File: config.mk
export PLATFORM = sky130hd
export DESIGN_NAME = boot_seq
export DESIGN_NICKNAME = d
export VERILOG_FILES = /design/src/rtl/boot_pkg.sv /design/src/rtl/boot_mode_dec.sv /design/src/rtl/boot_byte_pack.sv /design/src/rtl/boot_seq.sv
export SDC_FILE = /design/constraint.sdc
export NUM_CORES = 1
export LEC_CHECK = 0
export CAP_MARGIN = 20
export CORE_MARGIN = 1.5
export CORE_UTILIZATION = 55
export DETAILED_ROUTE_END_ITERATION = 10
export DONT_BUFFER_PORTS = 1
export PLACE_DENSITY = 0.7
export SLEW_MARGIN = 25
export SYNTH_ARGS = -nofsm -noshare
export SYNTH_HDL_FRONTEND = slang
export SYNTH_SLANG_ARGS = --single-unit
File: constraint.sdc
create_clock -name clk -period 4.4 [get_ports clk]
set_input_delay 0.44 -clock clk [delete_from_list [all_inputs] [get_ports clk]]
set_output_delay 0.44 -clock clk [all_outputs]
set_load 0.01 [all_outputs]
File: src/rtl/boot_pkg.sv
package boot_pkg;

    typedef enum logic [1:0] {
        ST_PICK,
        ST_BYTE,
        ST_HOST,
        ST_RUN
    } boot_state_t;

    typedef enum logic [1:0] {
        PATH_BYTE,
        PATH_HOST,
        PATH_NONE
    } boot_path_t;

endpackage

File: src/rtl/boot_mode_dec.sv
module boot_mode_dec
    import boot_pkg::*;
(
    input  logic       mode_a,
    input  logic       mode_b,
    input  logic       mode_c,
    output boot_path_t path
);
    logic [2:0] code;
    assign code = {mode_c, mode_b, mode_a};

    always_comb begin
        unique case (code)
            3'b000:  path = PATH_BYTE;
            3'b101:  path = PATH_HOST;
            default: path = PATH_NONE;
        endcase
    end
endmodule

File: src/rtl/boot_byte_pack.sv
module boot_byte_pack #(
    parameter int BYTE_W     = 8,
    parameter int WORD_W     = 24,
    parameter int BA_W       = 22,
    parameter int PA_W       = 14,
    parameter int BOOT_WORDS = 32
) (
    input  logic              clk,
    input  logic              rst_n,
    input  logic              active,
    output logic              rd_req,
    output logic [BA_W-1:0]   rd_addr,
    input  logic [BYTE_W-1:0] rd_data,
    output logic              wd_vld,
    output logic              wd_last,
    output logic [PA_W-1:0]   wd_addr,
    output logic [WORD_W-1:0] wd_data
);
    localparam int BPW   = WORD_W / BYTE_W;
    localparam int TOTAL = BOOT_WORDS * BPW;
    localparam int CNT_W = $clog2(TOTAL + 1);
    localparam int WI_W  = $clog2(BOOT_WORDS + 1);
    localparam int PH_W  = $clog2(BPW);
    localparam int ASM_W = WORD_W - BYTE_W;

    logic [CNT_W-1:0]  rd_cnt;
    logic              rd_v;
    logic [PH_W-1:0]   phase;
    logic [WI_W-1:0]   widx;
    logic [ASM_W-1:0]  asm_q;
    logic [WORD_W-1:0] joined;

    assign rd_req  = active && (rd_cnt < CNT_W'(TOTAL));
    assign rd_addr = BA_W'(rd_cnt);
    assign joined  = {asm_q, rd_data};

    always_ff @(posedge clk) begin
        if (!rst_n) begin
            rd_cnt  <= '0;
            rd_v    <= 1'b0;
            phase   <= '0;
            widx    <= '0;
            asm_q   <= '0;
            wd_vld  <= 1'b0;
            wd_last <= 1'b0;
            wd_addr <= '0;
            wd_data <= '0;
        end else begin
            rd_v   <= rd_req;
            wd_vld <= 1'b0;
            if (rd_req) rd_cnt <= rd_cnt + 1'b1;
            if (rd_v) begin
                asm_q <= joined[ASM_W-1:0];
                if (phase == PH_W'(BPW - 1)) begin
                    phase   <= '0;
                    wd_vld  <= 1'b1;
                    wd_data <= joined;
                    wd_addr <= PA_W'(widx);
                    wd_last <= (widx == WI_W'(BOOT_WORDS - 1));
                    widx    <= widx + 1'b1;
                end else begin
                    phase <= phase + 1'b1;
                end
            end
        end
    end
endmodule

File: src/rtl/boot_seq.sv
module boot_seq
    import boot_pkg::*;
#(
    parameter int BYTE_W     = 8,
    parameter int WORD_W     = 24,
    parameter int BA_W       = 22,
    parameter int PA_W       = 14,
    parameter int BOOT_WORDS = 32
) (
    input  logic              clk,
    input  logic              rst_n,
    input  logic              mode_a,
    input  logic              mode_b,
    input  logic              mode_c,
    input  logic              narrow_addr,
    output logic              bm_rd,
    output logic [BA_W-1:0]   bm_addr,
    input  logic [BYTE_W-1:0] bm_data,
    input  logic              host_we,
    input  logic [PA_W-1:0]   host_addr,
    input  logic [WORD_W-1:0] host_data,
    output logic              pm_we,
    output logic [PA_W-1:0]   pm_addr,
    output logic [WORD_W-1:0] pm_wdata,
    output logic              run_en
);
    boot_state_t       state_q, state_d;
    boot_path_t        path;
    logic              eng_on;
    logic [BA_W-1:0]   full_addr;
    logic              wd_vld, wd_last;
    logic [PA_W-1:0]   wd_addr;
    logic [WORD_W-1:0] wd_data;
    logic              hv_q, hz_q;
    logic [PA_W-1:0]   ha_q;
    logic [WORD_W-1:0] hd_q;
    logic              host_open;

    boot_mode_dec u_dec (
        .mode_a (mode_a),
        .mode_b (mode_b),
        .mode_c (mode_c),
        .path   (path)
    );

    assign eng_on = (state_q == ST_BYTE);

    boot_byte_pack #(
        .BYTE_W(BYTE_W), .WORD_W(WORD_W), .BA_W(BA_W),
        .PA_W(PA_W), .BOOT_WORDS(BOOT_WORDS)
    ) u_pack (
        .clk     (clk),
        .rst_n   (rst_n),
        .active  (eng_on),
        .rd_req  (bm_rd),
        .rd_addr (full_addr),
        .rd_data (bm_data),
        .wd_vld  (wd_vld),
        .wd_last (wd_last),
        .wd_addr (wd_addr),
        .wd_data (wd_data)
    );

    assign bm_addr = narrow_addr ? BA_W'(full_addr[0]) : full_addr;

    // host writes are taken only while waiting and not after the address-0 write
    assign host_open = (state_q == ST_HOST) && !(hv_q && hz_q);

    always_ff @(posedge clk) begin
        if (!rst_n) begin
            hv_q <= 1'b0;
            hz_q <= 1'b0;
            ha_q <= '0;
            hd_q <= '0;
        end else begin
            hv_q <= host_open && host_we;
            if (host_open && host_we) begin
                hz_q <= (host_addr == '0);
                ha_q <= host_addr;
                hd_q <= host_data;
            end
        end
    end

    always_comb begin
        state_d = state_q;
        unique case (state_q)
            ST_PICK: begin
                unique case (path)
                    PATH_BYTE: state_d = ST_BYTE;
                    PATH_HOST: state_d = ST_HOST;
                    default:   state_d = ST_RUN;
                endcase
            end
            ST_BYTE: if (wd_vld && wd_last) state_d = ST_RUN;
            ST_HOST: if (hv_q && hz_q) state_d = ST_RUN;
            ST_RUN:  state_d = ST_RUN;
            default: state_d = ST_PICK;
        endcase
    end

    always_ff @(posedge clk) begin
        if (!rst_n) state_q <= ST_PICK;
        else        state_q <= state_d;
    end

    always_comb begin
        pm_we    = 1'b0;
        pm_addr  = '0;
        pm_wdata = '0;
        run_en   = 1'b0;
        unique case (state_q)
            ST_BYTE: begin
                pm_we    = wd_vld;
                pm_addr  = wd_addr;
                pm_wdata = wd_data;
            end
            ST_HOST: begin
                pm_we    = hv_q;
                pm_addr  = ha_q;
                pm_wdata = hd_q;
            end
            ST_RUN:  run_en = 1'b1;
            default: ;
        endcase
    end
endmodule

==> results of run 1 <==
[synth_stat cells]
cell type | n | area (µm²)
a21bo_2 | 2 | 20.0
nor3_1 | 4 | 20.0
nor4_1 | 2 | 12.5
nor2_1 | 24 | 90.1
o21a_1 | 1 | 7.51
nand3b_1 | 2 | 15.0
a21boi_1 | 1 | 7.51
inv_2 | 1 | 3.75
a21oi_1 | 81 | 405
a21bo_1 | 1 | 10.0
a21o_1 | 1 | 7.51
nand2b_1 | 2 | 12.5
buf_6 | 1 | 11.3
inv_1 | 5 | 18.8
or4_1 | 3 | 22.5
and4b_1 | 2 | 20.0
a311oi_1 | 2 | 17.5
xnor2_1 | 2 | 17.5
xor2_1 | 1 | 8.76
ha_1 | 7 | 87.6
nor2b_1 | 36 | 225
nand3_1 | 44 | 220
and2_1 | 8 | 50.1
o31ai_1 | 2 | 15.0
buf_4 | 16 | 120
dfxtp_1 | 106 | 2120
conb_1 | 1 | 3.75
a41o_1 | 1 | 10.0
o21ai_0 | 41 | 205
clkbuf_1 | 35 | 131
buf_1 | 3 | 11.3
nand2_1 | 70 | 263
or3_1 | 3 | 18.8
and3b_1 | 1 | 8.76
buf_2 | 9 | 45.0
nor4b_1 | 1 | 8.76
a22oi_1 | 31 | 233
mux2i_1 | 18 | 180
nand4b_1 | 1 | 8.76
[sequential cells by signal, summed over array words and instances (netlist names)]
register        count
hd_q               24
u_pack.wd_data     24
u_pack.asm_q       16
ha_q               14
u_pack.rd_cnt       7
u_pack.wd_addr      6
u_pack.widx         6
state_q             2
u_pack.phase        2
hv_q                1
hz_q                1
u_pack.rd_v         1
u_pack.wd_last      1
u_pack.wd_vld       1
[cell type report]
| class | instances | area (µm²) |
|---|---|---|
| timing repair buffer | 4 | 30.0 |
| inverter | 6 | 22.5 |
| multi-input combinational | 410 | 2300 |
| fill | 772 | 3470 |
| clock buffer | 10 | 138 |
| sequential | 106 | 2120 |
| clock inverter | 6 | 41.3 |
| tap | 105 | 131 |
[cells by family (layout without fill, tap and decap cells)]
family	Yosys count	count (layout)	share of synthesized area
other	1	15	0.000799
muxes	18	18	0.0384
buffers and inverters	70	26	0.0727
AOI/OAI and AO/OA	164	164	0.200
DFF	106	106	0.452
xor gates and xnor gates	3	3	0.00560
and+or+nand+nor	203	203	0.212
adders and majority gates	7	7	0.0187
[stage by stage]
| stage | hold slack (ns) | utilization |
|---|---|---|
| 2_1_floorplan | 0.431 | - |
| 3_3_place_gp | 0.441 | 0.557 |
| 3_5_place_dp | 0.446 | 0.558 |
| 4_1_cts | 0.181 | 0.579 |
| 5_1_grt | 0.179 | 0.579 |
| 6_report | 0.199 | 0.579 |
[how the worst max path moves through the flow]
stage	depth (start not counted)	slack, ns	end
2_1_floorplan	6	2.56	pm_addr[1]
3_3_place_gp	4	2.10	pm_wdata[6]
3_5_place_dp	6	2.07	hz_q
4_1_cts	3	1.94	pm_wdata[0]
5_1_grt	3	1.76	pm_wdata[5]
6_report	3	1.97	pm_wdata[19]
[power by group through the flow]
stage	Sequential (mW)	Combinational, mW	Clock, mW
after detailed placement	1.04	0.222	0
after global placement	1.04	0.217	0
after CTS	1.02	0.224	0.556
after global routing	1.03	0.248	0.600
after floorplan	1.03	0.214	0
final	1.02	0.225	0.544
[critical path, cell delays in order, from the launching register on]
cell and delay (ns):
dfxtp_1 0.43, inv_1 0.09, ha_1 0.77, nor2b_1 0.34
[metal layers]
| metal | track usage | vias to the layer above | routed length (µm) |
|---|---|---|---|
| li1 | - | 1873 | - |
| met3 | 0.0638 | 6 | 959 |
| met5 | 0 | - | 0 |
| met4 | 0.0784 | 0 | 99 |
| met1 | 0.350 | 1833 | 5060 |
| met2 | 0.330 | 141 | 4770 |
==> impl_metrics.tcl, run 1 <==
set metrics [dict create \
    status "finished, final reports clean" \
    hpwl_um 7160 \
    min_path_type "input pin to flop" \
    clkTransAtPathRegs_ns 0.10 \
    numCtsBuffers 9 \
    rsz0062_at_grt "false" \
    seq_area_frac_synth 0.452 \
    rows 33 \
    stdcell_count 647 \
    critPathArrivalTime_ns 1.99 \
    drv_cap 0 \
    fin_setup_tns_ns 0 \
    setup_slack_ns 1.97 \
    dp_cells 631 \
    crit_fanout 31 \
    clock-skew-final_ns 0.0119 \
    cts-resized-gates 0 \
    cts_buffer_depth 2 \
    r2r_setup_slack_ns 2.05 \
    grt_pass1_wl_um 16800 \
    cts_max_level 3 \
    route.detailed.drc 0 \
    grt_max_degree 58 \
    power_leakage_nw 1.52 \
    grt_pass1_vias 3275 \
    fin_crit_sh 0.553 \
    pin_count 116 \
    fin_crit_ns 2.43 \
    startpoint "state_q[0]" \
    via_per_inst 5.96 \
    maxSlewHeadroom 0.336 \
    critPathKind "flop to output pin" \
    ys.warnings.count 0 \
    place_area_um2 4600 \
    grt_usage 0.237 \
    routed_wl_um 10900 \
    power_switching_share 0.278 \
    final_cell_mix "105 x dfxtp_1, 81 x a21oi_1, 70 x nand2_1, 44 x nand3_1, 41 x o21ai_0" \
    p_per_area_nw_per_um2 374 \
    antenna-diode-count 0 \
    power_frac_comb 0.126 \
    dr.first_iter.drc_count 266 \
    p_seq_frac 0.570 \
    ant_nets 0 \
    cts_hold_buf 0 \
    setup_viol 0 \
    port_buffers 0 \
    fmax_ghz 0.411 \
    worstReg2RegEnd "hz_q" \
    final_common_cell "dfxtp_1" \
    worstHoldPathCells 1 \
    die_y_um 95.4 \
    report.final.slew_viol_count 0 \
    syn_inst 572 \
    place_ws_ns 2.07 \
    cts_root_buf "clkbuf_8" \
    ys_ff_latch 106 \
    fp.dieW_um 95.4 \
    drive_above_1_share 0.0498 \
    crit_required_ns 3.96 \
    final_area_um2 4780 \
    cts_setup_buffers 0 \
    core_area_um2 8260 \
    cp-start-kind "flop" \
    grt_overflow_total 0 \
    dieArea_um2 9100 \
    place.gp.congestion 0.837 \
    yosys.cell_types.count 39 \
    power_frac_clock 0.304 \
    syn_area_per_cell_um2 8.21 \
    end_kind "output pin" \
    tightest_slew_ns 0.994 \
    avgRoutedWirePerCell_um 16.8 \
    start_util 0.569 \
    cts_tree "built" \
    syn-cell-area_um2 4700 \
    firstDrtPassIters 5 \
    r2r_start "state_q[0]" \
    nets 597 \
    vias 3853 \
    cts.sinks 106 \
    worst-r2r-cell-count 6 \
    worst_ir_drop_vdd_mv 0.146 \
    total_power_mw 1.79 \
    finalHoldViolations 0 \
    switchingPower_uw 498 \
    holdPathEnd "u_pack.rd_cnt[6]" \
    intPower_mw 1.29 \
    clk_latency_ns 0.35 \
    antenna_found_initial 0 \
    syn_to_final_growth_pct 1.89 \
    holdCritStartpoint "rst_n" \
]
Power figures use the tool's default switching activity.
==> run 2, diff against run 1 <==
- ABC_AREA: unset -> 1
- PLACE_DENSITY: 0.7 -> 0.73
- clock period: 4.4 -> 2 ns (I/O delays scaled with it)
==> impl_metrics.tcl, run 2 <==
set metrics [dict create \
    fin_crit_sh 0.945 \
    grt_overflow_total 0 \
    grt_pass1_wl_um 16900 \
    syn_to_final_growth_pct 11.6 \
    yosys.cell_types.count 23 \
    syn-cell-area_um2 4610 \
    fillCellCount 766 \
    dr.first_iter.drc_count 258 \
    place.gp.congestion 0.767 \
    antenna-diode-count 0 \
    port_buffers 0 \
    yosysTopAreaCell "dfxtp_1" \
    critPathKind "flop to output pin" \
    drive_above_1_share 0.0760 \
    syn_area_per_cell_um2 7.00 \
    clk_latency_ns 0.37 \
    cts_buffer_depth 2 \
    hpwl_um 6970 \
    final_common_cell "nor2_1" \
    crit_required_ns 1.80 \
    rows 33 \
    grt_max_degree 92 \
    critPathArrivalTime_ns 1.69 \
    power_leakage_nw 2.05 \
    setup_viol 0 \
    ys.flop_type "dfxtp_1" \
    path_buf_inv 3 \
    synth_edf_count 0 \
    crit_chain "inv_1 > ha_1 > buf_12 > nand2_1 > a21oi_1 > buf_4" \
    slowest_stage "dfxtp_2" \
    ant_nets 0 \
    worst-r2r-cell-count 6 \
    fin_util 0.629 \
    status "finished, final reports clean" \
    firstDrtPassIters 5 \
    syn_inst 659 \
    cts_max_level 3 \
    fin_crit_ns 1.89 \
    cts_tree "built" \
    fp.dieW_um 94.6 \
    seq_area_frac_synth 0.460 \
    cts_setup_buffers 0 \
    tightest_slew_ns 0.589 \
    fmax_ghz 0.529 \
    reg_top3 "hd_q (24), u_pack.wd_data (24), u_pack.asm_q (16)" \
    start_util 0.564 \
    rsz0062_at_grt "false" \
    dieArea_um2 8950 \
    end_kind "output pin" \
    finalHoldViolations 0 \
    crit_fanout 40 \
    worst_ir_drop_vdd_mv 0.427 \
    cp.depth 6 \
    grt_usage 0.241 \
    nets 726 \
    routed_wl_um 10500 \
    p_per_area_nw_per_um2 894 \
    clock-skew-final_ns 0.0106 \
    numCtsBuffers 9 \
    worstHoldPathCells 2 \
    cp-start-kind "flop" \
    yosysMostFrequentCell "nor2_1" \
    critical-path-max-stage-delay_ns 0.36 \
    synth_area_leaders "dfxtp_1 46%, nor2_1 10%, o21ai_0 9.7%" \
    pin_count 116 \
    core_area_um2 8180 \
    vias 4033 \
    drv_cap 0 \
    asyncSetResetFlopFracSynth 0 \
    report.final.slew_viol_count 0 \
    fin_setup_tns_ns 0 \
    clkTransAtPathRegs_ns 0.10 \
    ys.warnings.count 0 \
    regArea_um2 2120 \
    final_cell_mix "124 x nor2_1, 106 x nand2_1, 104 x dfxtp_1, 89 x o21ai_0, 84 x a21oi_1" \
    ys_ff_latch 106 \
    critical_path.top_delay_family "buffers and inverters" \
    maxSlewHeadroom 0.606 \
    multi_input_area_um2 2000 \
    avgRoutedWirePerCell_um 13.6 \
    grt_pass1_vias 3522 \
    netlist_top_cells_count "124 x nor2_1, 106 x dfxtp_1, 106 x nand2_1" \
    cts.sinks 106 \
    die_y_um 94.6 \
    via_per_inst 5.20 \
    cts_root_buf "clkbuf_8" \
    antenna_found_initial 0 \
    min_path_type "input pin to flop" \
    synth_top_area_share 0.460 \
    route.detailed.drc 0 \
]
[run 2: changes by cell type after synthesis, moves of 31 or more]
cell | before | now
nor2_1 | 24 | 124
nand3_1 | 44 | 10
inv_1 | 5 | 66
nand2_1 | 70 | 106
a22oi_1 | 31 | 0
o21ai_0 | 41 | 89
nor2b_1 | 36 | 0
[run 2: what timing repair did]
item / 4_1_cts / 5_1_grt
hold endpoints to repair: 91 / 0
resized for setup: 1 / 6
hold buffers: 10 / 0
pin swaps: 0 / 0
setup endpoints to repair: 24 / 31
[run 2: cell type report]
cell class / instances / area share
well taps: 105 / 0.0255
multi-input cells: 445 / 0.388
flip-flops and latches: 106 / 0.413
clock buffers: 9 / 0.0241
inverters: 68 / 0.0496
repair buffers: 36 / 0.0712
clock inverters: 7 / 0.0289
[run 2: worst reg2reg max path, stage by stage, from the launching register on]
cell	delay [ns]
dfxtp_2	0.36
inv_1	0.08
ha_1	0.23
nand3_2	0.36
buf_12	0.31
o21ai_0	0.22
a21oi_1	0.08
[run 2: logic make-up (layout without fill, tap and decap cells)]
kind of cell,count (synthesis),in the layout,share of synthesized area
other,1,15,0.000813
DFF,106,106,0.460
and+or+nand+nor,249,249,0.212
buffers and inverters,122,120,0.119
adders and majority gates,7,7,0.0190
AOI/OAI and AO/OA,174,174,0.189
[run 2: metal layers]
metal | part of all wire | track usage | vias to the layer above
li1 | - | - | 2067
met1 | 0.47 | 0.341 | 1845
met2 | 0.45 | 0.367 | 116
met3 | 0.074 | 0.0580 | 5
met4 | 0.0054 | 0.0634 | 0
met5 | 0 | 0 | -
[run 2: report_power, final]
part | total, mW | leakage (nW) | internal (mW) | switching, mW
registers | 2.31 | 0.862 | 2.23 | 0.0777
clock network | 1.73 | 0.136 | 0.973 | 0.758
logic | 0.561 | 1.05 | 0.189 | 0.372
total | 4.60 | 2.05 | 3.39 | 1.21
[run 2: final timing paths]
kind / from / end / slack, ns
worst max-delay path: state_q[0] / pm_wdata[18] / 0.11
worst min-delay path: bm_data[7] / u_pack.wd_data[7] / 0.01
worst max register to register: state_q[0] / ha_q[2] / 0.25
worst min register to register: hd_q[2] / hd_q[2] / 0.45
[run 2: stage by stage]
| step | instances | total power, mW | setup WS, ns | cell area (µm²) | hold slack (ns) |
|---|---|---|---|---|---|
| 6_report | 776 | 4.60 | 0.110 | 5150 | 0.0103 |
| 3_5_place_dp | 750 | 2.85 | 0.347 | 4740 | 0.339 |
| 4_1_cts | 776 | 4.61 | 0.0134 | 5130 | 0.00421 |
| 5_1_grt | 776 | 4.79 | 0.00146 | 5150 | 0.000875 |
| 3_3_place_gp | 750 | 2.83 | 0.391 | 4740 | 0.337 |
| 2_1_floorplan | 673 | 2.75 | 0.521 | 4670 | 0.335 |
